## src/rtl/ictm_pkg.sv

```systemverilog
package ictm_pkg;
  localparam int CTL_W = 16;
  localparam int SEL_W = 5;
  localparam int SRC_N = 1 << SEL_W;
  localparam logic [CTL_W-1:0] CTL_RESET = 16'h000D;

  typedef struct packed {
    logic             casc;
    logic             trig;
    logic             tstat;
    logic [SEL_W-1:0] sel;
  } ictm_ctl_t;

  function automatic logic [CTL_W-1:0] ctl_pack(input ictm_ctl_t c);
    return {7'b0, c.casc, c.trig, c.tstat, 1'b0, c.sel};
  endfunction

  function automatic ictm_ctl_t ctl_unpack(input logic [CTL_W-1:0] w);
    ictm_ctl_t c;
    c.casc  = w[8];
    c.trig  = w[7];
    c.tstat = w[6];
    c.sel   = w[SEL_W-1:0];
    return c;
  endfunction
endpackage

```

## src/rtl/ictm_ctl.sv

```systemverilog
module ictm_ctl import ictm_pkg::*; #(
  parameter logic [SRC_N-1:0] TRIG_ONLY_MASK = 32'hF000_0000
) (
  input  logic             clk,
  input  logic             rst,
  input  logic             we,
  input  logic [CTL_W-1:0] wdata,
  input  logic [SRC_N-1:0] ev_in,
  output ictm_ctl_t        ctl_q,
  output logic             sync_hit,
  output logic             hold
);
  logic evt;
  logic hw_set;

  assign evt      = ev_in[ctl_q.sel];
  assign hold     = ctl_q.trig && !ctl_q.tstat;
  assign hw_set   = hold && evt;
  assign sync_hit = !ctl_q.trig && evt && !TRIG_ONLY_MASK[ctl_q.sel];

  always_ff @(posedge clk) begin
    if (rst)         ctl_q <= ctl_unpack(CTL_RESET);
    else if (we)     ctl_q <= ctl_unpack(wdata);
    else if (hw_set) ctl_q.tstat <= 1'b1;
  end
endmodule

```

## src/rtl/ictm_counter.sv

```systemverilog
module ictm_counter #(
  parameter int W = 16
) (
  input  logic         clk,
  input  logic         rst,
  input  logic         clr,
  input  logic         inc,
  output logic [W-1:0] cnt
);
  function automatic logic [W-1:0] next_count(input logic [W-1:0] cur,
                                               input logic c, input logic i);
    if (c)      return '0;
    else if (i) return cur + 1'b1;
    else        return cur;
  endfunction

  always_ff @(posedge clk) begin
    if (rst) cnt <= '0;
    else     cnt <= next_count(cnt, clr, inc);
  end
endmodule

```

## src/rtl/ictm_capture.sv

```systemverilog
module ictm_capture #(
  parameter int W = 16
) (
  input  logic         clk,
  input  logic         rst,
  input  logic         pin,
  input  logic         take,
  input  logic [W-1:0] cnt,
  output logic         rise,
  output logic [W-1:0] cap
);
  logic pin_q;

  assign rise = pin && !pin_q;

  always_ff @(posedge clk) begin
    if (rst) begin
      pin_q <= 1'b0;
      cap   <= '0;
    end else begin
      pin_q <= pin;
      if (take) cap <= cnt;
    end
  end
endmodule

```

## src/rtl/ictm_pair.sv

```systemverilog
module ictm_pair import ictm_pkg::*; #(
  parameter int               CNT_W          = 16,
  parameter logic [SRC_N-1:0] TRIG_ONLY_MASK = 32'hF000_0000
) (
  input  logic                        clk,
  input  logic                        rst,
  input  logic [1:0]                  ctl_we,
  input  logic [CTL_W-1:0]            ctl_wdata,
  output logic [1:0][CTL_W-1:0]       ctl_rdata,
  input  logic [SRC_N-1:0]            ev_in,
  input  logic [1:0]                  cap_in,
  output logic [1:0][CNT_W-1:0]       cap_val
);
  localparam int NCH = 2;
  localparam logic [CNT_W-1:0] CNT_MAX = {CNT_W{1'b1}};

  ictm_ctl_t [NCH-1:0]            ctl_q;
  logic [NCH-1:0]                 sync_hit, hold, clr, inc, cap_rise, take;
  logic [NCH-1:0][CNT_W-1:0]      cnt;
  logic                           casc_on;
  logic                           low_wrap;

  function automatic logic wraps(input logic [CNT_W-1:0] c, input logic cl, input logic in);
    return !cl && in && (c == CNT_MAX);
  endfunction

  assign casc_on  = ctl_q[0].casc && ctl_q[1].casc;
  assign low_wrap = wraps(cnt[0], clr[0], inc[0]);

  always_comb begin
    clr[0]  = sync_hit[0] || hold[0];
    inc[0]  = 1'b1;
    take[0] = cap_rise[0];
    if (casc_on) begin
      clr[1]  = clr[0];
      inc[1]  = low_wrap;
      take[1] = cap_rise[0];
    end else begin
      clr[1]  = sync_hit[1] || hold[1];
      inc[1]  = 1'b1;
      take[1] = cap_rise[1];
    end
  end

  for (genvar g = 0; g < NCH; g++) begin : g_ch
    ictm_ctl #(.TRIG_ONLY_MASK(TRIG_ONLY_MASK)) u_ctl (
      .clk(clk), .rst(rst), .we(ctl_we[g]), .wdata(ctl_wdata), .ev_in(ev_in),
      .ctl_q(ctl_q[g]), .sync_hit(sync_hit[g]), .hold(hold[g])
    );
    ictm_counter #(.W(CNT_W)) u_cnt (
      .clk(clk), .rst(rst), .clr(clr[g]), .inc(inc[g]), .cnt(cnt[g])
    );
    ictm_capture #(.W(CNT_W)) u_cap (
      .clk(clk), .rst(rst), .pin(cap_in[g]), .take(take[g]), .cnt(cnt[g]),
      .rise(cap_rise[g]), .cap(cap_val[g])
    );
    assign ctl_rdata[g] = ctl_pack(ctl_q[g]);
  end
endmodule

```

## config.mk

```make
export PLATFORM = sky130hd
export DESIGN_NAME = ictm_pair
export DESIGN_NICKNAME = d
export VERILOG_FILES = /design/src/rtl/ictm_pkg.sv /design/src/rtl/ictm_ctl.sv /design/src/rtl/ictm_counter.sv /design/src/rtl/ictm_capture.sv /design/src/rtl/ictm_pair.sv
export SDC_FILE = /design/constraint.sdc
export NUM_CORES = 1
export LEC_CHECK = 0
export BUFFER_PORTS_ARGS = -buffer_cell sky130_fd_sc_hd__buf_2
export CELL_PAD_IN_SITES_DETAIL_PLACEMENT = 0
export CELL_PAD_IN_SITES_GLOBAL_PLACEMENT = 1
export CORE_MARGIN = 8
export CORE_UTILIZATION = 35
export DETAILED_ROUTE_END_ITERATION = 10
export MAX_ROUTING_LAYER = met4
export PLACE_DENSITY = 0.78
export SLEW_MARGIN = 30
export SYNTH_ARGS = -nofsm -noshare
export SYNTH_HDL_FRONTEND = slang
export SYNTH_SLANG_ARGS = --single-unit
```

## constraint.sdc

```tcl
create_clock -name clk -period 1.9 [get_ports clk]
set_input_delay 0.38 -clock clk [delete_from_list [all_inputs] [get_ports clk]]
set_output_delay 0.38 -clock clk [all_outputs]
set_load 0.005 [all_outputs]
```

Word level (Yosys, flattened, before mapping)
Memories as Yosys holds them, arrays and structs flattened. A register that Yosys moved wholly into a read port is not among the register bits. Index checks and enable logic that the tools add are counted.

Register bits: 82. Memory bits (read-only): 64. Input bits: 54. Output and inout bits: 64. Logic and storage cells: 65. Memories: 2.

Add/sub/neg operators: 2. Magnitude comparators: 2. Equality and inequality tests: 1. Muxes and demuxes: 17. Reduce and logical (&&, ||, !) cells: 27.

Memory list: (no name shown) (depth 32, bits a word 1, read ports 1, clocked after memory_dff 1, wr ports 0, RTL line ictm_ctl.sv:19) `assign sync_hit = !ctl_q.trig && evt && !TRIG_ONLY_MASK[ctl_q.sel];`; (no name shown) (depth 32, bits a word 1, read ports 1, clocked after memory_dff 1, wr ports 0, RTL line ictm_ctl.sv:19).

Operators with widths (number): $add A16 B1 Y16 const B (2); $mux W5 (4); $eq A16 B16 Y1 const B (1); $logic_and A1 B1 Y1 (12); $lt A5 B6 Y1 const B (2); $mux W1 (11); $bmux W1 S5 (2); $logic_not A1 Y1 (9); $reduce_bool A2 Y1 (2); $reduce_or A2 Y1 (2); $logic_or A1 B1 Y1 (2).

Longest topological paths before layout
Gate-level depths: netlist of the first run.

Depth after elaboration: 8. Mapped depth: 10. Mapped depth without buffers: 7.

Modules after synthesis
From an unflattened synthesis of the first run, not the netlist that was laid out.

Cells, all modules: 456. Area, all modules: 4346.7 sq um.

Modules (own cells, without submodules): ictm_counter (instances 2, cells an instance 86, area each 780.7 sq um, sequential area each 320.3 sq um); ictm_ctl (instances 2, cells an instance 72, area each 674.4 sq um, sequential area each 180.2 sq um); ictm_capture (instances 2, cells an instance 55, area each 614.3 sq um, sequential area each 340.3 sq um); ictm_pair (instances 1, cells an instance 30, area each 207.7 sq um, sequential area each 0.0 sq um).

Least setup slack after synthesis of the first run
OpenSTA, ideal clock, no wires.

Kind: register -> register. Start point: reg g_ch[0].u_cnt.cnt[0]. End point: reg g_ch[1].u_cnt.cnt[5]. Setup time: 0.124 ns. Arrival: 1.700 ns. Data required time: 1.776 ns. Path slack: 0.076 ns. Cell stages (with the launch flop): 9. Path buffers: 1. Period minus slack after synthesis: 1.824 ns. Path through: dfxtp_1 -> ha_1 -> nand4_4 -> o31ai_4 -> and4_1 -> buf_6 -> nand3_1 -> xor2_1 -> nor2_2.

Longest elaborated chain between the ends: 3.

RTL lines: start, declared (RTL line ictm_counter.sv:8) `output logic [W-1:0] cnt`; start signal, assigned (RTL line ictm_counter.sv:19) `else cnt <= next_count(cnt, clr, inc);`; $eq A16 B16 Y1 (RTL line ictm_pair.sv:24) `return !cl && in && (c == CNT_MAX);`; $logic_and A1 B1 Y1 (RTL line ictm_pair.sv:24); $mux W1 (RTL line ictm_pair.sv:34) `if (casc_on) begin`; end signal, assigned (RTL line ictm_counter.sv:19); end, declared (RTL line ictm_counter.sv:8).

No other way between the ends. A chain may end at the register's enable or synchronous reset.

Worst setup path in the final report of the first run
Start point: reg g_ch[1].u_ctl.ctl_q[1] (netlist name). End point: reg g_ch[1].u_cnt.cnt[6].

Longest elaborated chain between the ends: 7.

RTL lines: $bmux W1 S5 (RTL line ictm_ctl.sv:16) `assign evt = ev_in[ctl_q.sel];`; $mux W1 (not written as such) (RTL line ictm_ctl.sv:16); $logic_and A1 B1 Y1 (2 in a row) (RTL line ictm_ctl.sv:19); $logic_or A1 B1 Y1 (RTL line ictm_pair.sv:39) `clr[1] = sync_hit[1] || hold[1];`; $mux W1 (RTL line ictm_pair.sv:34); $reduce_or A2 Y1 (no source line).

No other way between the ends. The select of a mux whose other input is x is not followed.

==> results of run 1 <==
==> synthesized netlist by cell type (6+ instances only) <==
cell type / number
clkbuf_1: 11
xnor2_1: 9
a211o_1: 6
a22oi_1: 6
mux2i_1: 50
dfxtp_1: 84
nor2_1: 61
nand2_1: 52
nand3_1: 17
nor2b_1: 17
and3_1: 6
xor2_1: 20
buf_4: 20
a21oi_1: 19
==> registers in the layout, summed over array words and instances (netlist names), named ones only <==
| register | flops |
|---|---|
| g_ch.u_cap.pin_q | 2 |
| g_ch.u_ctl.ctl_q | 16 |
| g_ch.u_cnt.cnt | 32 |
| g_ch.u_cap.cap | 32 |
==> layer usage <==
metal | GRT usage [%] | share of wire (%)
met1 | 16.2 | 46
met2 | 23.1 | 49
met3 | 3.56 | 4.5
met4 | 3.01 | 0.78
met5 | - | 0
==> layout make-up <==
cell class / count / area [µm²] / share of cell area [%]
Tap cell: 143 / 179 / 3.39
Inverter: 2 / 7.51 / 0.142
Clock inverter: 4 / 97.6 / 1.85
Timing Repair Buffer: 129 / 841 / 15.9
Multi-Input combinational cell: 335 / 2220 / 42.0
Sequential cell: 84 / 1700 / 32.1
Clock buffer: 11 / 243 / 4.59
==> report_power, final <==
part / internal, µW / switching (µW)
Clock: 1310 / 669
Sequential: 1800 / 47.1
Combinational: 276 / 289
==> worst max-delay path: stages, from the launching register on <==
cell	delay, ns
dfxtp_4	0.36
buf_6	0.14
mux2i_2	0.15
a211oi_1	0.23
o311ai_1	0.13
o22ai_1	0.24
o21ai_2	0.12
o211ai_4	0.11
buf_12	0.17
nor2_1	0.05
==> cell families after synthesis <==
group           synth area share (%)
compound gates                  8.26
xor+xnor                        6.28
fa+ha+maj                      0.619
buf+inv                         6.71
flops                           41.6
mux                             13.8
other cells                   0.0927
simple gates                    22.7
==> worst paths after layout <==
kind | slack [ns] | cells after the start | to | start
hold reg to reg | 0.45 | 2 | g_ch[0].u_cap.cap[15]$_SDFFE_PP0P_ | g_ch[0].u_cap.cap[15]$_SDFFE_PP0P_
setup reg to reg | 0.09 | 9 | g_ch[1].u_cnt.cnt[6]$_SDFFE_PP0P_ | g_ch[1].u_ctl.ctl_q[1]$_SDFFE_PP0P_
setup / recovery | 0.09 | 9 | g_ch[1].u_cnt.cnt[6]$_SDFFE_PP0P_ | g_ch[1].u_ctl.ctl_q[1]$_SDFFE_PP0P_
hold / removal | 0.27 | 2 | g_ch[0].u_ctl.ctl_q[0]$_SDFFE_PP1P_ | ctl_wdata[0]
==> per-stage QoR <==
stage          setup TNS (ns)  setup WS (ns)
2_1_floorplan               0         0.0757
3_3_place_gp                0        0.00963
3_5_place_dp                0        0.00567
4_1_cts                     0         0.0212
5_1_grt               -0.0143       -0.00630
6_report                    0         0.0920
==> repair_timing <==
item                                    4_1_cts  5_1_grt
gates resized for setup                       1       29
pin swaps                                     0        9
buffers inserted                              0        0
hold buffers                                  0        0
hold endpoints to repair                      0        0
cloned                                        0        3
endpoints found under the setup margin       13       32
==> flow_summary_export.csv, run 1 <==
group,metric,value,unit
yosys,ys.flop_type,"dfxtp_1",
floorplanning,die-area,15300,µm²
setup_path,cp-end-kind,"flop",
cells_and_area,fillCellCount,1100,
timing,max_slew_margin,59.9,%
clocking,h-tree-depth,3,
cells_and_area,area_growth,30.6,%
floorplanning,ios,118,
setup_path,worst-path-max-fanout,13,
clocking,clk_pin_slew,0.06,ns
clocking,insertion_delay,0.33,ns
place,gp_congestion,0.922,
cells_and_area,postLayoutCellArea,5280,µm²
yosys,synth_area_leaders,"dfxtp_1, mux2i_1, nor2_1",
power,power_density,833,nW/µm²
place,portBuffers,93,
timing,whs,0.275,ns
clocking,cts_tree,"yes",
yosys,yosysWarnings,0,
timing,fmax,553,MHz
detailed_routing,drc_errors,0,
cells_and_area,finish.utilization,46.5,%
yosys,ys_ff_latch,84,
place,dpl.cell_count,690,
setup_path,arrival,2.03,ns
yosys,yosysTopAreaCellShare,41.6,%
floorplanning,core_area,11400,µm²
cells_and_area,most-common-layout-cells,"buf_2, dfxtp_1, nor2_1, nand2_1, mux2i_1",
place,hpwl,7940,µm
timing,report.final.setup_viol,0,
power,leakagePower,0.00231,µW
cells_and_area,antennaDiodeCount,0,
grt,overflow,0,
detailed_routing,first_pass_iters,4,
clocking,cts_buffer_depth,2,
timing,min_period,1.81,ns
cells_and_area,drive_gt1_share,31.7,%
place,placed_area,4770,µm²
grt,grt_pass1_vias,3402,
clocking,clock-root-buffer,"clkbuf_16",
timing,slew_viol_final,0,
cells_and_area,final_common_cell,"buf_2",
yosys,synth.distinct_cells,47,
yosys,synth-async-reset-ratio,0,%
power,vdd_drop_max,0.574,mV
yosys,ys_seq_area_share,41.6,%
detailed_routing,avgRoutedWirePerCell,14.7,µm
timing,hold_violations,0,
power,total_power,4400,µW
grt,grt_antenna_before_repair,0,
yosys,synth_top_cell_by_area,"dfxtp_1",
grt,grt.total_usage,13.8,%
yosys,synth.avg_cell_area,9.05,µm²
detailed_routing,routed_via_density,4.84,
floorplanning,die_height,124,µm
timing,skew,0.00579,ns
grt,grt_start_max_net_pins,27,
outcome,status,"finished clean",
detailed_routing,antenna_left,0,
setup_path,cp-start-kind,"flop",
cells_and_area,layoutNonFillerInstCount,708,
cells_and_area,nNetsFinal,617,
flow_run,max-cap-violations,0,
setup_path,required,2.12,ns
yosys,synth_edf_count,0,
timing,period_share,95.2,%
timing,rsz0062_at_grt,"yes",
detailed_routing,num_vias,3428,
setup_path,worstSetupPathType,"reg -> reg",
floorplanning,die-width,124,µm
timing,worst-slew-pin-transition,0.602,ns
detailed_routing,drt_wl_total,10400,µm
detailed_routing,drt_iter0_markers,219,
floorplanning,initial_utilization,35.6,%
yosys,synth_cells,447,
clocking,cts_inserted_buffers,9,
floorplanning,rows,39,
worst_hold_path,hp-class,"in -> reg",
grt,grt_pass1_wl,16300,µm
clocking,clock_sinks,84,
yosys,synth_area,4050,µm²
Power figures use the tool's default switching activity.
==> run 2: changes to the inputs <==
--- a/config.mk
+++ b/config.mk
@@ -9,11 +9,12 @@
 export CELL_PAD_IN_SITES_DETAIL_PLACEMENT = 0
 export CELL_PAD_IN_SITES_GLOBAL_PLACEMENT = 1
 export CORE_MARGIN = 8
-export CORE_UTILIZATION = 35
+export CORE_UTILIZATION = 36
 export DETAILED_ROUTE_END_ITERATION = 10
 export MAX_ROUTING_LAYER = met4
 export PLACE_DENSITY = 0.78
 export SLEW_MARGIN = 30
 export SYNTH_ARGS = -nofsm -noshare
 export SYNTH_HDL_FRONTEND = slang
+export SYNTH_HIERARCHICAL = 1
 export SYNTH_SLANG_ARGS = --single-unit
==> run 2 against run 1 <==
  * The run now ends with negative setup slack left
  * Largest power group is now registers
  * Sequential cell count unchanged
  * Non-clock buffer count grew 37
  * Synthesized area grew 7.5%
  * Sequential share of layout area fell by 3.4 points
  * Critical path type unchanged
  * Count of clock-buffer cells in the layout down 1
  * Sequential power barely moved
  * Via count increased by 13%
  * Cell area up 11%
  * Worst hold slack got worse by 0.0061 ns
  * Critical path depth up 5
  * Global-route usage increased by 1.8 points
==> flow_summary_export.csv, run 2 <==
group,metric,value,unit
detailed_routing,wl_met2,5860,µm
yosys,yosysMostFrequentCell,"dfxtp_1",
floorplanning,initial_utilization,36.5,%
yosys,synth.avg_cell_area,9.53,µm²
setup_path,cp-end-kind,"flop",
timing,fmax,332,MHz
timing,hold_violations,0,
cells_and_area,fillCellCount,1144,
grt,grt.total_usage,15.5,%
timing,setup_ws,-1.11,ns
detailed_routing,wl_met1,5350,µm
clocking,cts_inserted_buffers,9,
timing,max_slew_margin,56.4,%
floorplanning,die_height,126,µm
yosys,synth_common_cells,"dfxtp_1, mux2i_1, nor2_1",
place,gp_congestion,0.875,
setup_path,worst-path-max-fanout,8,
detailed_routing,num_vias,3873,
cells_and_area,final_common_cell,"buf_2",
power,power_density,723,nW/µm²
yosys,yosysTopAreaCellShare,38.7,%
setup_path,cp-start-kind,"flop",
place,placed_area,5280,µm²
grt,grt_antenna_before_repair,0,
yosys,synth_top_cell_by_area,"dfxtp_1",
setup_path,worstSetupPathType,"reg -> reg",
cells_and_area,drive_gt1_share,38.6,%
clocking,clock-root-buffer,"clkbuf_16",
place,hpwl,8990,µm
detailed_routing,antenna_left,0,
cells_and_area,postLayoutCellArea,5880,µm²
outcome,violations,"negative setup slack",
floorplanning,core_area,11900,µm²
floorplanning,ios,118,
grt,grt_pass1_wl,19900,µm
detailed_routing,wl_met3,661,µm
floorplanning,die-area,15800,µm²
yosys,synth_area,4350,µm²
timing,rsz0062_at_grt,"yes",
clocking,cts_buffer_depth,2,
timing,report.final.setup_viol,32,
timing,slew_viol_final,0,
grt,grt_start_max_net_pins,33,
timing,period_share,159,%
grt,grt_pass1_vias,4055,
timing,whs,0.269,ns
detailed_routing,avgRoutedWirePerCell,15.7,µm
clocking,cts_tree,"yes",
cells_and_area,area_growth,35.2,%
cells_and_area,finish.utilization,49.3,%
yosys,synth_edf_count,0,
clocking,insertion_delay,0.33,ns
power,leakagePower,0.00247,µW
detailed_routing,drc_errors,0,
timing,skew,0.00702,ns
detailed_routing,drt_wl_total,12000,µm
clocking,clk_pin_slew,0.06,ns
cells_and_area,reg_top3,"g_ch.u_cap/cap: 32 flops, g_ch.u_cnt/cnt: 32 flops, g_ch.u_ctl/ctl_q: 16 flops",
clocking,clock_sinks,84,
yosys,synth-async-reset-ratio,0,%
flow_run,max-cap-violations,0,
floorplanning,rows,40,
timing,worst-slew-pin-transition,0.654,ns
detailed_routing,highest_layer,"met4",
yosys,yosysWarnings,6,
yosys,synth_area_leaders,"dfxtp_1, mux2i_1, nor2_1",
yosys,ys.flop_type,"dfxtp_1",
yosys,synth_cells,456,
power,vdd_drop_max,0.467,mV
cells_and_area,antennaDiodeCount,0,
setup_path,required,2.16,ns
cells_and_area,most-common-layout-cells,"buf_2, dfxtp_1, mux2i_1, buf_4, nor2_1",
floorplanning,die-width,126,µm
worst_hold_path,hp-class,"in -> reg",
clocking,h-tree-depth,3,
grt,overflow,0,
cells_and_area,nNetsFinal,666,
detailed_routing,first_pass_iters,4,
outcome,status,"complete, but fails checks",
yosys,ys_seq_area_share,38.7,%
setup_path,arrival,3.28,ns
timing,min_period,3.01,ns
detailed_routing,drt_iter0_markers,101,
yosys,synth.distinct_cells,45,
place,portBuffers,93,
yosys,ys_ff_latch,84,
detailed_routing,routed_via_density,5.09,
-- run 2: changes by cell type after synthesis, sizes merged, moves of 9 or more --
cell    delta
mux2i     +32
nand4     +11
and3       -9
or3       +13
clkbuf     -9
nand2     -25
xor2      -16
nor2      -12
-- run 2: stage by stage --
stage | worst slack (ns) | instances | setup TNS (ns) | power, µW
final | -1.11 | 761 | -22.79 | 4250
after global routing | -1.26 | 761 | -27.27 | 4430
after CTS | -1.07 | 760 | -23.59 | 4300
after detailed placement | -1.22 | 734 | -27.50 | 2470
after global placement | -1.15 | 734 | -26.03 | 2460
after floorplan | -0.770 | 471 | -13.26 | 2260
-- run 2: routing by layer --
| metal | global-route usage (%) | vias to the layer above |
|---|---|---|
| met1 | 17.6 | 1846 |
| met4 | 4.95 | 0 |
| met2 | 26.2 | 88 |
| met5 | - | - |
| met3 | 4.14 | 11 |
| li1 | - | 1928 |
-- run 2: cells by family (layout without fill, tap and decap cells) --
kind of cell             count (synthesis)  after routing  share of synthesized area, %
buffers and inverters                   43            184                          7.74
adder cells (fa/ha/maj)                  2              2                         0.576
flip-flops                              84             84                          38.7
multiplexers                            83             83                          19.1
other                                    2             17                         0.173
AND/OR/NAND/NOR                        173            175                          22.0
AO/OA/AOI/OAI                           63             63                          10.4
XOR/XNOR                                 6              6                          1.21
-- run 2: what timing repair did --
action                                 4_1_cts  5_1_grt
hold buffers                                 0        0
setup endpoints to repair                   32       32
resized for setup                           29       25
setup buffers                               22        6
endpoints found under the hold margin        0        0
pin swaps                                    9       20
gates cloned                                 1        1
-- run 2: worst paths after layout --
| check | start | to | slack, ns | cells past startpoint |
|---|---|---|---|---|
| setup / recovery | g_ch[0].u_ctl/ctl_q[1]$_SDFFE_PP0P_ | g_ch[1].u_cnt/cnt[8]$_SDFFE_PP0P_ | -1.11 | 14 |
| hold / removal | cap_in[0] | g_ch[0].u_cap/pin_q$_SDFF_PP0_ | 0.27 | 2 |
| setup reg to reg | g_ch[0].u_ctl/ctl_q[1]$_SDFFE_PP0P_ | g_ch[1].u_cnt/cnt[8]$_SDFFE_PP0P_ | -1.11 | 14 |
| hold reg to reg | g_ch[1].u_cnt/cnt[15]$_SDFFE_PP0P_ | g_ch[1].u_cnt/cnt[15]$_SDFFE_PP0P_ | 0.48 | 2 |
-- run 2: worst max-delay path, cell delays in order, from the launching register on --
cell	delay (ns)
dfxtp_4	0.37
buf_12	0.13
buf_12	0.12
buf_4	0.13
mux2i_1	0.15
a22oi_1	0.12
a311oi_2	0.35
nor3_1	0.09
nor2_1	0.21
inv_2	0.08
o311ai_4	0.31
buf_6	0.15
nand3_4	0.10
or4_1	0.50
a21oi_1	0.13
-- run 2: final cells by class --
cell class                      count  area (µm²)  area share, %
Clock buffer                       10         239           4.07
Clock inverter                      5        52.6          0.894
Inverter                            3        11.3          0.192
Multi-Input combinational cell    346        2590           44.1
Sequential cell                    84        1690           28.7
Tap cell                          147         184           3.13
Timing Repair Buffer              166        1110           19.0
-- run 2: report_power, final --
part           switching (µW)  leakage (µW)  internal (µW)
logic                     343       0.00164            353
clock network             672      0.000144           1040
registers                40.6      0.000682           1800
==> run 3: changes to the inputs <==
--- a/config.mk
+++ b/config.mk
@@ -5,11 +5,12 @@
 export SDC_FILE = /design/constraint.sdc
 export NUM_CORES = 1
 export LEC_CHECK = 0
+export ABC_AREA = 1
 export BUFFER_PORTS_ARGS = -buffer_cell sky130_fd_sc_hd__buf_2
 export CELL_PAD_IN_SITES_DETAIL_PLACEMENT = 0
 export CELL_PAD_IN_SITES_GLOBAL_PLACEMENT = 1
 export CORE_MARGIN = 8
-export CORE_UTILIZATION = 36
+export CORE_UTILIZATION = 34
 export DETAILED_ROUTE_END_ITERATION = 10
 export MAX_ROUTING_LAYER = met4
 export PLACE_DENSITY = 0.78
==> run 3 against run 2 <==
  * The run still ends with negative setup slack left
  * Die area is 12% higher
  * Maximum frequency up 32%
  * Worst setup slack improved by 0.72 ns
  * Critical path type unchanged
  * Sequential power is 4% higher
  * Cell area increased by 6.3%
==> flow_summary_export.csv, run 3 <==
group,metric,value,unit
yosys,ys_seq_area_share,35.9,%
cells_and_area,fillCellCount,1509,
yosys,synth_area_leaders,"dfxtp_1, nand2_1, nor2_1",
yosys,synth_cells,707,
power,leakagePower,0.00291,µW
detailed_routing,first_pass_iters,4,
timing,slew_viol_final,0,
grt,grt_use_met3,3.43,%
yosys,ys.flop_type,"dfxtp_1",
timing,rsz0062_at_grt,"yes",
setup_path,r2r-end,"g_ch[1].u_cnt/cnt[15]$_SDFFE_PP0P_",
timing,report.final.setup_viol,32,
outcome,status,"complete, but fails checks",
setup_path,ff2ff_path_depth,21,
place,placed_area,5530,µm²
outcome,violations,"negative setup slack",
worst_hold_path,holdPathStages,3,
grt,overflow,0,
floorplanning,die_height,133,µm
power,p_seq_share,40.7,%
detailed_routing,drt_iter0_markers,306,
place,place_ws,-0.545,ns
detailed_routing,antenna_left,0,
detailed_routing,num_vias,4647,
grt,gr-usage-met1,18.7,%
yosys,yosysWarnings,6,
cells_and_area,final_common_cell,"nand2_1",
clocking,insertion_delay,0.34,ns
yosys,synth_area,4680,µm²
setup_path,rrSetupSlack,-0.39,ns
yosys,synth_common_cells,"nand2_1, nor2_1, dfxtp_1",
place,hpwl,9950,µm
grt,gr-usage-met2,23.8,%
detailed_routing,avgRoutedWirePerCell,12.9,µm
detailed_routing,drc_errors,0,
power,vdd_drop_max,0.504,mV
setup_path,worstSetupEndpoint,"g_ch[1].u_cnt/cnt[15]$_SDFFE_PP0P_",
place,portBuffers,93,
power,power_density,755,nW/µm²
yosys,ys_ff_latch,84,
floorplanning,ios,118,
timing,fmax,437,MHz
timing,hold_violations,0,
flow_run,max-cap-violations,0,
timing,skew,0.00989,ns
setup_path,cp-end-kind,"flop",
timing,setup_ws,-0.388,ns
floorplanning,core_area,13700,µm²
cells_and_area,area_growth,33.4,%
cells_and_area,most-common-layout-cells,"nand2_1, nor2_1, buf_2, dfxtp_1, inv_1",
floorplanning,initial_utilization,34.3,%
clocking,cts-hold-fix-buffers,0,
setup_path,crit_path_start,"g_ch[0].u_ctl/ctl_q[0]$_SDFFE_PP1P_",
power,p_comb_share,18.1,%
timing,period_share,120,%
clocking,cts_buffer_depth,2,
setup_path,arrival,2.52,ns
yosys,synth-async-reset-ratio,0,%
yosys,yosysTopAreaCellShare,35.9,%
place,gp_congestion,0.864,
setup_path,worst-path-max-fanout,8,
setup_path,required,2.13,ns
power,p_sw_share,26.8,%
grt,grt.total_usage,15.0,%
grt,grt_pass1_vias,4390,
yosys,synth_top_cell_by_area,"dfxtp_1",
worst_hold_path,hp-class,"in -> reg",
yosys,synth.distinct_cells,29,
cells_and_area,drive_gt1_share,34.2,%
detailed_routing,routed_via_density,4.49,
cells_and_area,postLayoutCellArea,6250,µm²
setup_path,cp-start-kind,"flop",
grt,grt_antenna_before_repair,0,
yosys,yosysMostFrequentCell,"nand2_1",
yosys,synth_edf_count,0,
grt,grt_start_max_net_pins,33,
floorplanning,die-width,133,µm
timing,min_period,2.29,ns
cells_and_area,reg_top3,"g_ch.u_cap/cap: 32 flops, g_ch.u_cnt/cnt: 32 flops, g_ch.u_ctl/ctl_q: 16 flops",
power,clockPowerShare,41.2,%
yosys,synth.avg_cell_area,6.63,µm²
clocking,clock_sinks,84,
power,switchingPower,1260,µW
grt,grt_pass1_wl,21400,µm
floorplanning,rows,43,
setup_path,r2r-start,"g_ch[0].u_ctl/ctl_q[0]$_SDFFE_PP1P_",
cells_and_area,antennaDiodeCount,0,
clocking,clock-root-buffer,"clkbuf_16",
clocking,h-tree-depth,3,
cells_and_area,nNetsFinal,905,
clocking,clk_pin_slew,0.06,ns
detailed_routing,drt_wl_total,13300,µm
timing,fin_tns_setup,-6.80,ns
setup_path,worstSetupPathType,"reg -> reg",
power,intPower,3450,µW
clocking,cts_tree,"yes",
clocking,cts_inserted_buffers,9,
floorplanning,die-area,17800,µm²
grt,grt_busiest_layer,"met2",
[run 3: cell types whose count changed in the layout (fill, tap and decap cells not counted), sizes merged, moves of 13 or more]
cell / before / now
nand2: 27 / 214
a21oi: 18 / 32
nor2: 53 / 131
or3: 13 / 0
buf: 166 / 149
mux2i: 82 / 0
nand3: 10 / 71
inv: 3 / 80
o21ai: 8 / 28
nor2b: 16 / 0
[run 3: layer usage]
metal | up-vias | wire (µm)
li1 | 2457 | -
met1 | 2090 | 6150
met2 | 84 | 6400
met3 | 16 | 556
met4 | 0 | 191
met5 | - | 0
[run 3: power groups by stage]
stage | registers [µW] | clock network, µW | logic (µW)
6_report | 1920 | 1940 | 854
2_1_floorplan | 1940 | 0 | 478
3_3_place_gp | 1950 | 0 | 735
5_1_grt | 1930 | 2060 | 956
4_1_cts | 1910 | 1990 | 762
3_5_place_dp | 1950 | 0 | 733
[run 3: logic make-up after synthesis]
kind of cell    Yosys count  share of synthesized area [%]
flops                    84                           35.9
simple gates            431                           41.4
compound gates           68                           8.01
other cells               2                          0.160
fa+ha+maj                 2                          0.534
buf+inv                 120                           14.0
[run 3: how the worst min path moves through the flow]
stage                                            startpoint                                 to  slack [ns]
after detailed placement  g_ch[1].u_cap/cap[5]$_SDFFE_PP0P_  g_ch[1].u_cap/cap[5]$_SDFFE_PP0P_        0.46
after global routing                              cap_in[1]     g_ch[1].u_cap/pin_q$_SDFF_PP0_        0.27
after floorplan                                         rst     g_ch[0].u_cap/pin_q$_SDFF_PP0_        0.45
final                                             cap_in[1]     g_ch[1].u_cap/pin_q$_SDFF_PP0_        0.26
after CTS                                         cap_in[1]     g_ch[1].u_cap/pin_q$_SDFF_PP0_        0.26
after global placement    g_ch[1].u_cap/cap[9]$_SDFFE_PP0P_  g_ch[1].u_cap/cap[9]$_SDFFE_PP0P_        0.45
[run 3: repair_timing]
action                                 4_1_cts  5_1_grt
resized for setup                           24       69
endpoints found under the hold margin        0        0
cloned                                       2        2
setup endpoints to repair                   32       32
pin swaps                                    3       17
buffers inserted                             2        4
[run 3: metrics by stage]
| stage | util [%] | power, µW | hold WS (ns) | instances |
|---|---|---|---|---|
| floorplan | - | 2420 | 0.452 | 722 |
| global placement | 40.4 | 2680 | 0.451 | 1008 |
| detailed placement | 40.4 | 2690 | 0.461 | 1008 |
| CTS | 43.5 | 4670 | 0.256 | 1028 |
| global route | 45.7 | 4950 | 0.269 | 1034 |
| finish | 45.7 | 4710 | 0.262 | 1034 |
[run 3: final cells by class]
cell class                      instances  area (µm²)  area share [%]
Clock inverter                          5        83.8            1.34
Sequential cell                        84        1690            27.1
Timing Repair inverter                  1        7.51           0.120
Tap cell                              180         225            3.61
Clock buffer                           11         253            4.05
Inverter                               84         340            5.45
Timing Repair Buffer                  151         983            15.7
Multi-Input combinational cell        518        2660            42.6
[run 3: critical path, cell delays in order (launching register included)]
cell and delay [ns]:
dfxtp_4 0.40, clkbuf_16 0.18, nand2_1 0.06, nand3_1 0.07
nand3_1 0.09, nand2_1 0.05, nand2_1 0.07, nand3_2 0.08
nand3_2 0.07, nor2_2 0.04, nor2_2 0.11, nand3_1 0.09
nor2_1 0.08, nand2_1 0.07, nand2_2 0.10, nand2_4 0.06
nor2_4 0.18, nand2_4 0.08, nor2_4 0.13, nand3_2 0.06
nand2_1 0.06, nor2_1 0.03
